==> src/rtl/hwloop_seq.sv <==
`timescale 1ns/1ps
module hwloop_seq #(
  parameter int AW      = 16,
  parameter int CW      = 8,
  parameter int DEPTH   = 6,
  parameter int BOOT_PC = 0
) (
  input  logic          clk,
  input  logic          rst,
  input  logic          loop_cmd_i,
  input  logic [AW-1:0] loop_end_i,
  input  logic [CW-1:0] loop_cnt_i,
  input  logic          loop_break_i,
  output logic [AW-1:0] fetch_pc_o,
  output logic          fch_kill_o,
  output logic          dec_valid_o,
  output logic [AW-1:0] dec_pc_o,
  output logic          dec_kill_o,
  output logic          exe_valid_o,
  output logic [AW-1:0] exe_pc_o,
  output logic          exe_kill_o,
  output logic          irq_hold_o,
  output logic          ovf_o,
  output logic          unf_o
);
  localparam int SPW = $clog2(DEPTH + 1);
  localparam int IW  = (DEPTH > 1) ? $clog2(DEPTH) : 1;

  logic [AW-1:0] top_q   [DEPTH];
  logic [AW-1:0] end_q   [DEPTH];
  logic [CW-1:0] cnt_q   [DEPTH];
  logic [CW-1:0] pass_q  [DEPTH];
  logic          known_q [DEPTH];
  logic [SPW-1:0] sp_q;

  logic [AW-1:0] pc_q, pc_nxt;
  logic          ovf_q, unf_q;

  logic          d_valid, d_kill, d_cmd;
  logic [AW-1:0] d_pc;
  logic [IW-1:0] d_idx, d_lvl;
  logic [CW-1:0] d_pass;
  logic          e_valid, e_kill, e_cmd;
  logic [AW-1:0] e_pc;
  logic [IW-1:0] e_idx;
  logic          jl_q;
  logic [IW-1:0] jl_idx_q;

  logic          has_top, full, at_end, in_body, expire, loop_back, push, load, late_kill;
  logic [IW-1:0] tix;
  logic [CW-1:0] cnt_fix;

  assign has_top   = (sp_q != '0);
  assign full      = (sp_q == SPW'(DEPTH));
  assign tix       = has_top ? IW'(sp_q - 1'b1) : '0;
  assign at_end    = has_top && (pc_q == end_q[tix]);
  assign in_body   = has_top && (pc_q >= top_q[tix]) && (pc_q <= end_q[tix]);
  assign expire    = at_end && known_q[tix] && (pass_q[tix] >= cnt_q[tix]);
  assign loop_back = at_end && !expire;
  assign push      = loop_cmd_i && !loop_break_i && !full;
  assign load      = e_valid && e_cmd && !e_kill && (SPW'(e_idx) < sp_q);
  assign cnt_fix   = (loop_cnt_i == '0) ? CW'(1) : loop_cnt_i;
  assign pc_nxt    = (loop_back && !loop_break_i) ? top_q[tix] : pc_q + AW'(1);

  assign late_kill = jl_q && d_valid && (d_lvl == jl_idx_q) && (d_pass > cnt_q[jl_idx_q]);

  assign fetch_pc_o  = pc_q;
  assign fch_kill_o  = in_body && known_q[tix] && (pass_q[tix] > cnt_q[tix]);
  assign dec_valid_o = d_valid;
  assign dec_pc_o    = d_pc;
  assign dec_kill_o  = d_kill | late_kill;
  assign exe_valid_o = e_valid;
  assign exe_pc_o    = e_pc;
  assign exe_kill_o  = e_kill;
  assign irq_hold_o  = dec_kill_o | e_kill;
  assign ovf_o       = ovf_q;
  assign unf_o       = unf_q;

  always_ff @(posedge clk) begin
    if (rst) begin
      pc_q    <= AW'(BOOT_PC);
      sp_q    <= '0;
      ovf_q   <= 1'b0;
      unf_q   <= 1'b0;
      d_valid <= 1'b0;
      d_kill  <= 1'b0;
      d_cmd   <= 1'b0;
      e_valid <= 1'b0;
      e_kill  <= 1'b0;
      e_cmd   <= 1'b0;
      jl_q    <= 1'b0;
    end else begin
      pc_q <= pc_nxt;
      if (loop_break_i) begin
        if (has_top) sp_q <= sp_q - 1'b1;
        else         unf_q <= 1'b1;
      end else if (expire) begin
        sp_q <= sp_q - 1'b1;
      end else begin
        if (loop_back) pass_q[tix] <= pass_q[tix] + CW'(1);
        if (loop_cmd_i) begin
          if (full) ovf_q <= 1'b1;
          else begin
            top_q[IW'(sp_q)]   <= pc_q + AW'(1);
            end_q[IW'(sp_q)]   <= loop_end_i;
            pass_q[IW'(sp_q)]  <= CW'(1);
            known_q[IW'(sp_q)] <= 1'b0;
            sp_q               <= sp_q + 1'b1;
          end
        end
      end
      if (load) begin
        cnt_q[e_idx]   <= cnt_fix;
        known_q[e_idx] <= 1'b1;
      end
      jl_q     <= load;
      jl_idx_q <= e_idx;

      d_valid <= 1'b1;
      d_pc    <= pc_q;
      d_kill  <= fch_kill_o;
      d_cmd   <= push;
      d_idx   <= IW'(sp_q);
      d_lvl   <= tix;
      d_pass  <= in_body ? pass_q[tix] : '0;

      e_valid <= d_valid;
      e_pc    <= d_pc;
      e_kill  <= dec_kill_o;
      e_cmd   <= d_cmd;
      e_idx   <= d_idx;
    end
  end
endmodule

==> config.mk <==
export PLATFORM = sky130hd
export DESIGN_NAME = hwloop_seq
export DESIGN_NICKNAME = d
export VERILOG_FILES = /design/src/rtl/hwloop_seq.sv
export SDC_FILE = /design/constraint.sdc
export NUM_CORES = 1
export LEC_CHECK = 0
export BUFFER_PORTS_ARGS = -buffer_cell sky130_fd_sc_hd__buf_2
export CORE_AREA = 2 2 173 175
export CTS_CLUSTER_SIZE = 20
export DETAILED_ROUTE_END_ITERATION = 8
export DIE_AREA = 0 0 175 177
export GPL_ROUTABILITY_DRIVEN = 0
export PLACE_DENSITY = 0.75
export RECOVER_POWER = 50
export SYNTH_ARGS = -nofsm -noshare
export SYNTH_HDL_FRONTEND = slang
export SYNTH_SLANG_ARGS = --single-unit
==> constraint.sdc <==
create_clock -name clk -period 10.85 [get_ports clk]
set_input_delay 1.6275 -clock clk [delete_from_list [all_inputs] [get_ports clk]]
set_output_delay 1.6275 -clock clk [all_outputs]
set_load 0.01 [all_outputs]
==> impl_metrics.prom <==
# TYPE chip_impl_metric gauge
chip_impl_metric{name="rows",unit=""} 63
chip_impl_metric{name="die_width",unit="um"} 175
chip_impl_metric{name="syn_area",unit="mm2"} 0.01660
chip_impl_metric{name="final_design_area_no_fill",unit="mm2"} 0.01856
chip_impl_metric{name="place_area",unit="mm2"} 0.01738
chip_impl_info{name="synth-main-ff-cell",value="sky130_fd_sc_hd__edfxtp_1"} 1
chip_impl_metric{name="globalRouteMet2Util",unit=""} 0.4262
chip_impl_metric{name="worstPathRequired",unit="ns"} 9.22
chip_impl_info{name="worst-setup-path-type",value="flip-flop to primary output"} 1
chip_impl_metric{name="synth.lib_cells_used.distinct",unit=""} 78
chip_impl_metric{name="grtUsageMet3",unit=""} 0.04961
chip_impl_metric{name="achievable-frequency",unit="MHz"} 112.8
chip_impl_metric{name="post-route-min-period",unit="ns"} 8.866
chip_impl_metric{name="final_core_util",unit=""} 0.6348
chip_impl_metric{name="number_of_drc_violations_after_detailed_routing",unit=""} 0
chip_impl_metric{name="setup-tns-final",unit="ns"} 0
chip_impl_metric{name="max_stage_delay",unit="ns"} 2.25
chip_impl_metric{name="seq_area",unit="mm2"} 0.01047
chip_impl_metric{name="worst_slew_margin_rel",unit=""} -1.347
chip_impl_metric{name="clock_latency",unit="ns"} 0.53
chip_impl_info{name="setup.worst_path.start_class",value="flip-flop"} 1
chip_impl_metric{name="core_area",unit="mm2"} 0.02924
chip_impl_metric{name="timing.final.max_slew_violations",unit=""} 106
chip_impl_metric{name="number_of_buffer_and_inverter_stages_on_the_critical_path",unit=""} 3
chip_impl_metric{name="clock-sinks",unit=""} 377
chip_impl_metric{name="area.growth.synth_to_final",unit="%"} 11.83
chip_impl_metric{name="max_cap_viol_count",unit=""} 2
chip_impl_metric{name="total_nets_after_synthesis",unit=""} 1365
chip_impl_info{name="cts_tree",value="yes"} 1
chip_impl_info{name="hold_path_class",value="flip-flop to flip-flop"} 1
chip_impl_metric{name="dpl.hpwl",unit="um"} 25860
chip_impl_metric{name="worst_ir_drop_vdd",unit="V"} 0.0001534
chip_impl_metric{name="detail_route.first_pass.iterations",unit=""} 5
chip_impl_metric{name="seq_area_frac_synth",unit=""} 0.6307
chip_impl_info{name="mostFrequentLayoutCells",value="sky130_fd_sc_hd__edfxtp_1 (292), sky130_fd_sc_hd__nand2_1 (133), sky130_fd_sc_hd__mux2i_1 (87), sky130_fd_sc_hd__dfxtp_1 (85), sky130_fd_sc_hd__nor2_1 (84)"} 1
chip_impl_metric{name="routed_vias",unit=""} 11110
chip_impl_info{name="busiest_layer",value="met2"} 1
chip_impl_metric{name="fp.dieArea",unit="mm2"} 0.03098
chip_impl_metric{name="cts_buffer_depth",unit=""} 3
chip_impl_metric{name="synth_async_sr_flop_share",unit=""} 0
chip_impl_info{name="violations",value="max-capacitance violations, max-slew violations"} 1
chip_impl_metric{name="total_power",unit="mW"} 4.303
chip_impl_metric{name="cts_hold_repair.buffers",unit=""} 0
chip_impl_metric{name="finalNetCount",unit=""} 1441
chip_impl_metric{name="cellLeakagePower",unit="nW"} 6.799
chip_impl_metric{name="grt_antenna_before_repair",unit=""} 0
chip_impl_metric{name="cts_max_level",unit=""} 2
chip_impl_metric{name="grt_remaining_overflow",unit=""} 0
chip_impl_metric{name="die_height",unit="um"} 177
chip_impl_metric{name="initial_standard_cell_utilization_of_the_core",unit=""} 0.5676
chip_impl_metric{name="flop_and_latch_count_out_of_synthesis",unit=""} 377
chip_impl_metric{name="portBuffers",unit=""} 83
chip_impl_metric{name="overall_fraction_of_global_route_tracks_in_use",unit=""} 0.2639
chip_impl_metric{name="postRouteAntennaNets",unit=""} 0
chip_impl_metric{name="route.detailed.wl_per_inst",unit="um"} 23.04
chip_impl_info{name="unrepaired_setup_endpoints_after_global_routing",value="no"} 1
chip_impl_info{name="status",value="finished with violations"} 1
chip_impl_metric{name="tritoncts.num_buffers",unit=""} 39
chip_impl_info{name="cts-root-buf",value="sky130_fd_sc_hd__clkbuf_16"} 1
chip_impl_metric{name="wire_length_of_the_first_global_routing_pass",unit="um"} 62540
chip_impl_metric{name="totalWireLength",unit="um"} 40940
chip_impl_metric{name="antenna_cells",unit=""} 0
chip_impl_metric{name="power-per-cell-area",unit="mW/mm2"} 231.8
chip_impl_metric{name="finalSetupViolCount",unit=""} 0
chip_impl_metric{name="clk_transition_reported_paths",unit="ns"} 0.06
chip_impl_metric{name="pin_count",unit=""} 84
chip_impl_metric{name="data_arrival_time_of_the_critical_path",unit="ns"} 7.24
chip_impl_metric{name="ys_warn_count",unit=""} 0
chip_impl_info{name="timing.critical_path.cells",value="clkbuf_1, a31oi_2, nor2_1, nor3_2, ha_1, a21oi_1, o21ai_0, inv_1, a221oi_1, nor3b_1, buf_2"} 1
chip_impl_metric{name="worst_pin_slew",unit="ns"} 3.521
chip_impl_metric{name="post-cts-setup-buffers",unit=""} 0
chip_impl_metric{name="violation_count_after_the_first_detailed_route_iteration",unit=""} 1271
chip_impl_metric{name="viasPerCell",unit=""} 6.250
chip_impl_info{name="kind_of_end_point_of_the_critical_path",value="primary output"} 1
chip_impl_metric{name="final_min_period_over_clock_period",unit=""} 0.8171
chip_impl_metric{name="synth_edf_count",unit=""} 292
chip_impl_metric{name="grt_pass1_vias",unit=""} 10920
chip_impl_info{name="critical-path-slowest-cell",value="sky130_fd_sc_hd__clkbuf_1"} 1
chip_impl_metric{name="drive_above_1_share",unit=""} 0.1298
chip_impl_metric{name="multiInputGateArea",unit="mm2"} 0.005751
chip_impl_metric{name="syn-instance-count",unit=""} 1281
chip_impl_info{name="layout.cells.most_common",value="sky130_fd_sc_hd__edfxtp_1"} 1
chip_impl_metric{name="finalHoldViolations",unit=""} 0
chip_impl_metric{name="skew",unit="ns"} 0.01919
chip_impl_metric{name="syn-mean-instance-area",unit="um2"} 12.96
chip_impl_metric{name="num-fill-cells",unit=""} 2191
chip_impl_info{name="critical-path-top-delay-family",value="buffers and inverters"} 1
chip_impl_metric{name="cts_repair_resize_count",unit=""} 0
chip_impl_metric{name="largest_net_degree_at_the_start_of_global_routing",unit=""} 56
chip_impl_metric{name="globalRouteMet1Util",unit=""} 0.3548
chip_impl_metric{name="crit_path_max_fanout",unit=""} 49
-- final cells by class --
class / count / area share
clock buffers: 55 / 0.05857
well taps: 390 / 0.02629
repair buffers: 101 / 0.02608
flip-flops and latches: 377 / 0.5640
multi-input cells: 807 / 0.3098
inverters: 31 / 0.006268
clock inverters: 16 / 0.009031
-- layer usage --
layer,wire length (um),part of all wire,vias up
li1,-,-,4984
met1,16300,0.40,5435
met2,19300,0.47,564
met3,3746,0.092,124
met4,1588,0.039,0
met5,0,0,-
-- sequential cells by signal, indices dropped and copies added, names as in the netlist, 3 cells and up, named ones only --
name / cells
cnt_q: 48
d_idx: 3
d_lvl: 3
d_pass: 8
dec_pc_o: 16
e_idx: 3
end_q: 96
exe_pc_o: 16
fetch_pc_o: 16
jl_idx_q: 3
known_q: 6
pass_q: 48
sp_q: 3
top_q: 96
-- cells by family (layout without fill, tap and decap cells) --
family | after synthesis | after routing | share of synthesized area
AOI/OAI and AO/OA | 252 | 252 | 0.1022
xor gates and xnor gates | 22 | 22 | 0.01161
adders and majority gates | 56 | 56 | 0.04221
buffers and inverters | 97 | 203 | 0.02540
DFF | 377 | 377 | 0.6307
muxes | 123 | 123 | 0.08231
and+or+nand+nor | 354 | 354 | 0.1055
-- where the power goes --
group          total, mW  switching [mW]  internal (mW)
Clock               1.31           0.537          0.773
Sequential          1.68          0.0569           1.62
Combinational       1.31           0.868          0.443
-- cell usage after synthesis, types with 3 or more instances --
master	n	area share
sky130_fd_sc_hd__edfxtp_1	292	0.53
sky130_fd_sc_hd__nand2_1	134	0.030
sky130_fd_sc_hd__mux2i_1	87	0.052
sky130_fd_sc_hd__dfxtp_1	85	0.10
sky130_fd_sc_hd__nor2_1	85	0.019
sky130_fd_sc_hd__ha_1	56	0.042
sky130_fd_sc_hd__o21ai_0	54	0.016
sky130_fd_sc_hd__a21oi_1	49	0.015
sky130_fd_sc_hd__clkbuf_1	34	0.0077
sky130_fd_sc_hd__o22ai_1	34	0.013
sky130_fd_sc_hd__inv_1	29	0.0066
sky130_fd_sc_hd__mux2_2	28	0.019
sky130_fd_sc_hd__buf_2	22	0.0066
sky130_fd_sc_hd__nand2b_1	20	0.0075
sky130_fd_sc_hd__a211oi_1	19	0.0086
sky130_fd_sc_hd__nor3_1	19	0.0057
sky130_fd_sc_hd__nand3_1	18	0.0054
sky130_fd_sc_hd__a32oi_1	16	0.0084
sky130_fd_sc_hd__a21o_1	14	0.0063
sky130_fd_sc_hd__and3_1	13	0.0049
sky130_fd_sc_hd__nand4_1	13	0.0049
sky130_fd_sc_hd__xnor2_1	13	0.0069
sky130_fd_sc_hd__o211ai_1	9	0.0041
sky130_fd_sc_hd__xor2_1	9	0.0047
sky130_fd_sc_hd__mux4_2	8	0.011
sky130_fd_sc_hd__nor2b_1	8	0.0030
sky130_fd_sc_hd__nor3b_1	8	0.0036
sky130_fd_sc_hd__o21a_1	7	0.0032
sky130_fd_sc_hd__and4_1	6	0.0032
sky130_fd_sc_hd__and2_1	5	0.0019
sky130_fd_sc_hd__buf_1	5	0.0011
sky130_fd_sc_hd__a221oi_1	4	0.0021
sky130_fd_sc_hd__a31oi_1	4	0.0015
sky130_fd_sc_hd__nand3b_1	4	0.0018
sky130_fd_sc_hd__o21bai_1	4	0.0018
sky130_fd_sc_hd__a211o_1	3	0.0016
sky130_fd_sc_hd__buf_6	3	0.0020
sky130_fd_sc_hd__nor4_4	3	0.0038
sky130_fd_sc_hd__o211a_1	3	0.0018
sky130_fd_sc_hd__o21ai_2	3	0.0016
-- metrics by stage --
step / worst slack, ns / instances / hold WS (ns)
after floorplan: 4.563 / 1281 / 0.4003
after global placement: 4.070 / 1706 / 0.4022
after detailed placement: 3.898 / 1706 / 0.4054
after CTS: 3.329 / 1777 / 0.4221
after global routing: 1.606 / 1777 / 0.4293
final: 1.984 / 1777 / 0.4261
-- final timing paths --
| path | end | depth (start not counted) | slack, ns | start |
|---|---|---|---|---|
| worst max-delay path | fch_kill_o | 11 | 1.98 | sp_q[0] |
| worst min-delay path | e_idx[0] | 0 | 0.43 | d_idx[0] |
| worst max register to register | top_q[5][8] | 11 | 2.42 | sp_q[0] |
| worst min register to register | e_idx[0] | 0 | 0.43 | d_idx[0] |
-- worst register-to-register path, stage by stage, from the launching register on --
cell                       delay, ns
sky130_fd_sc_hd__dfxtp_1        1.17
sky130_fd_sc_hd__clkbuf_1       2.26
sky130_fd_sc_hd__a31oi_2        0.85
sky130_fd_sc_hd__o22a_1         0.48
sky130_fd_sc_hd__nand2_1        0.34
sky130_fd_sc_hd__ha_1           0.31
sky130_fd_sc_hd__and4_1         0.19
sky130_fd_sc_hd__o31a_1         0.26
sky130_fd_sc_hd__o211ai_2       0.47
sky130_fd_sc_hd__o21ai_2        0.19
sky130_fd_sc_hd__or4_1          0.66
sky130_fd_sc_hd__inv_2          0.84
Power figures use the tool's default switching activity.
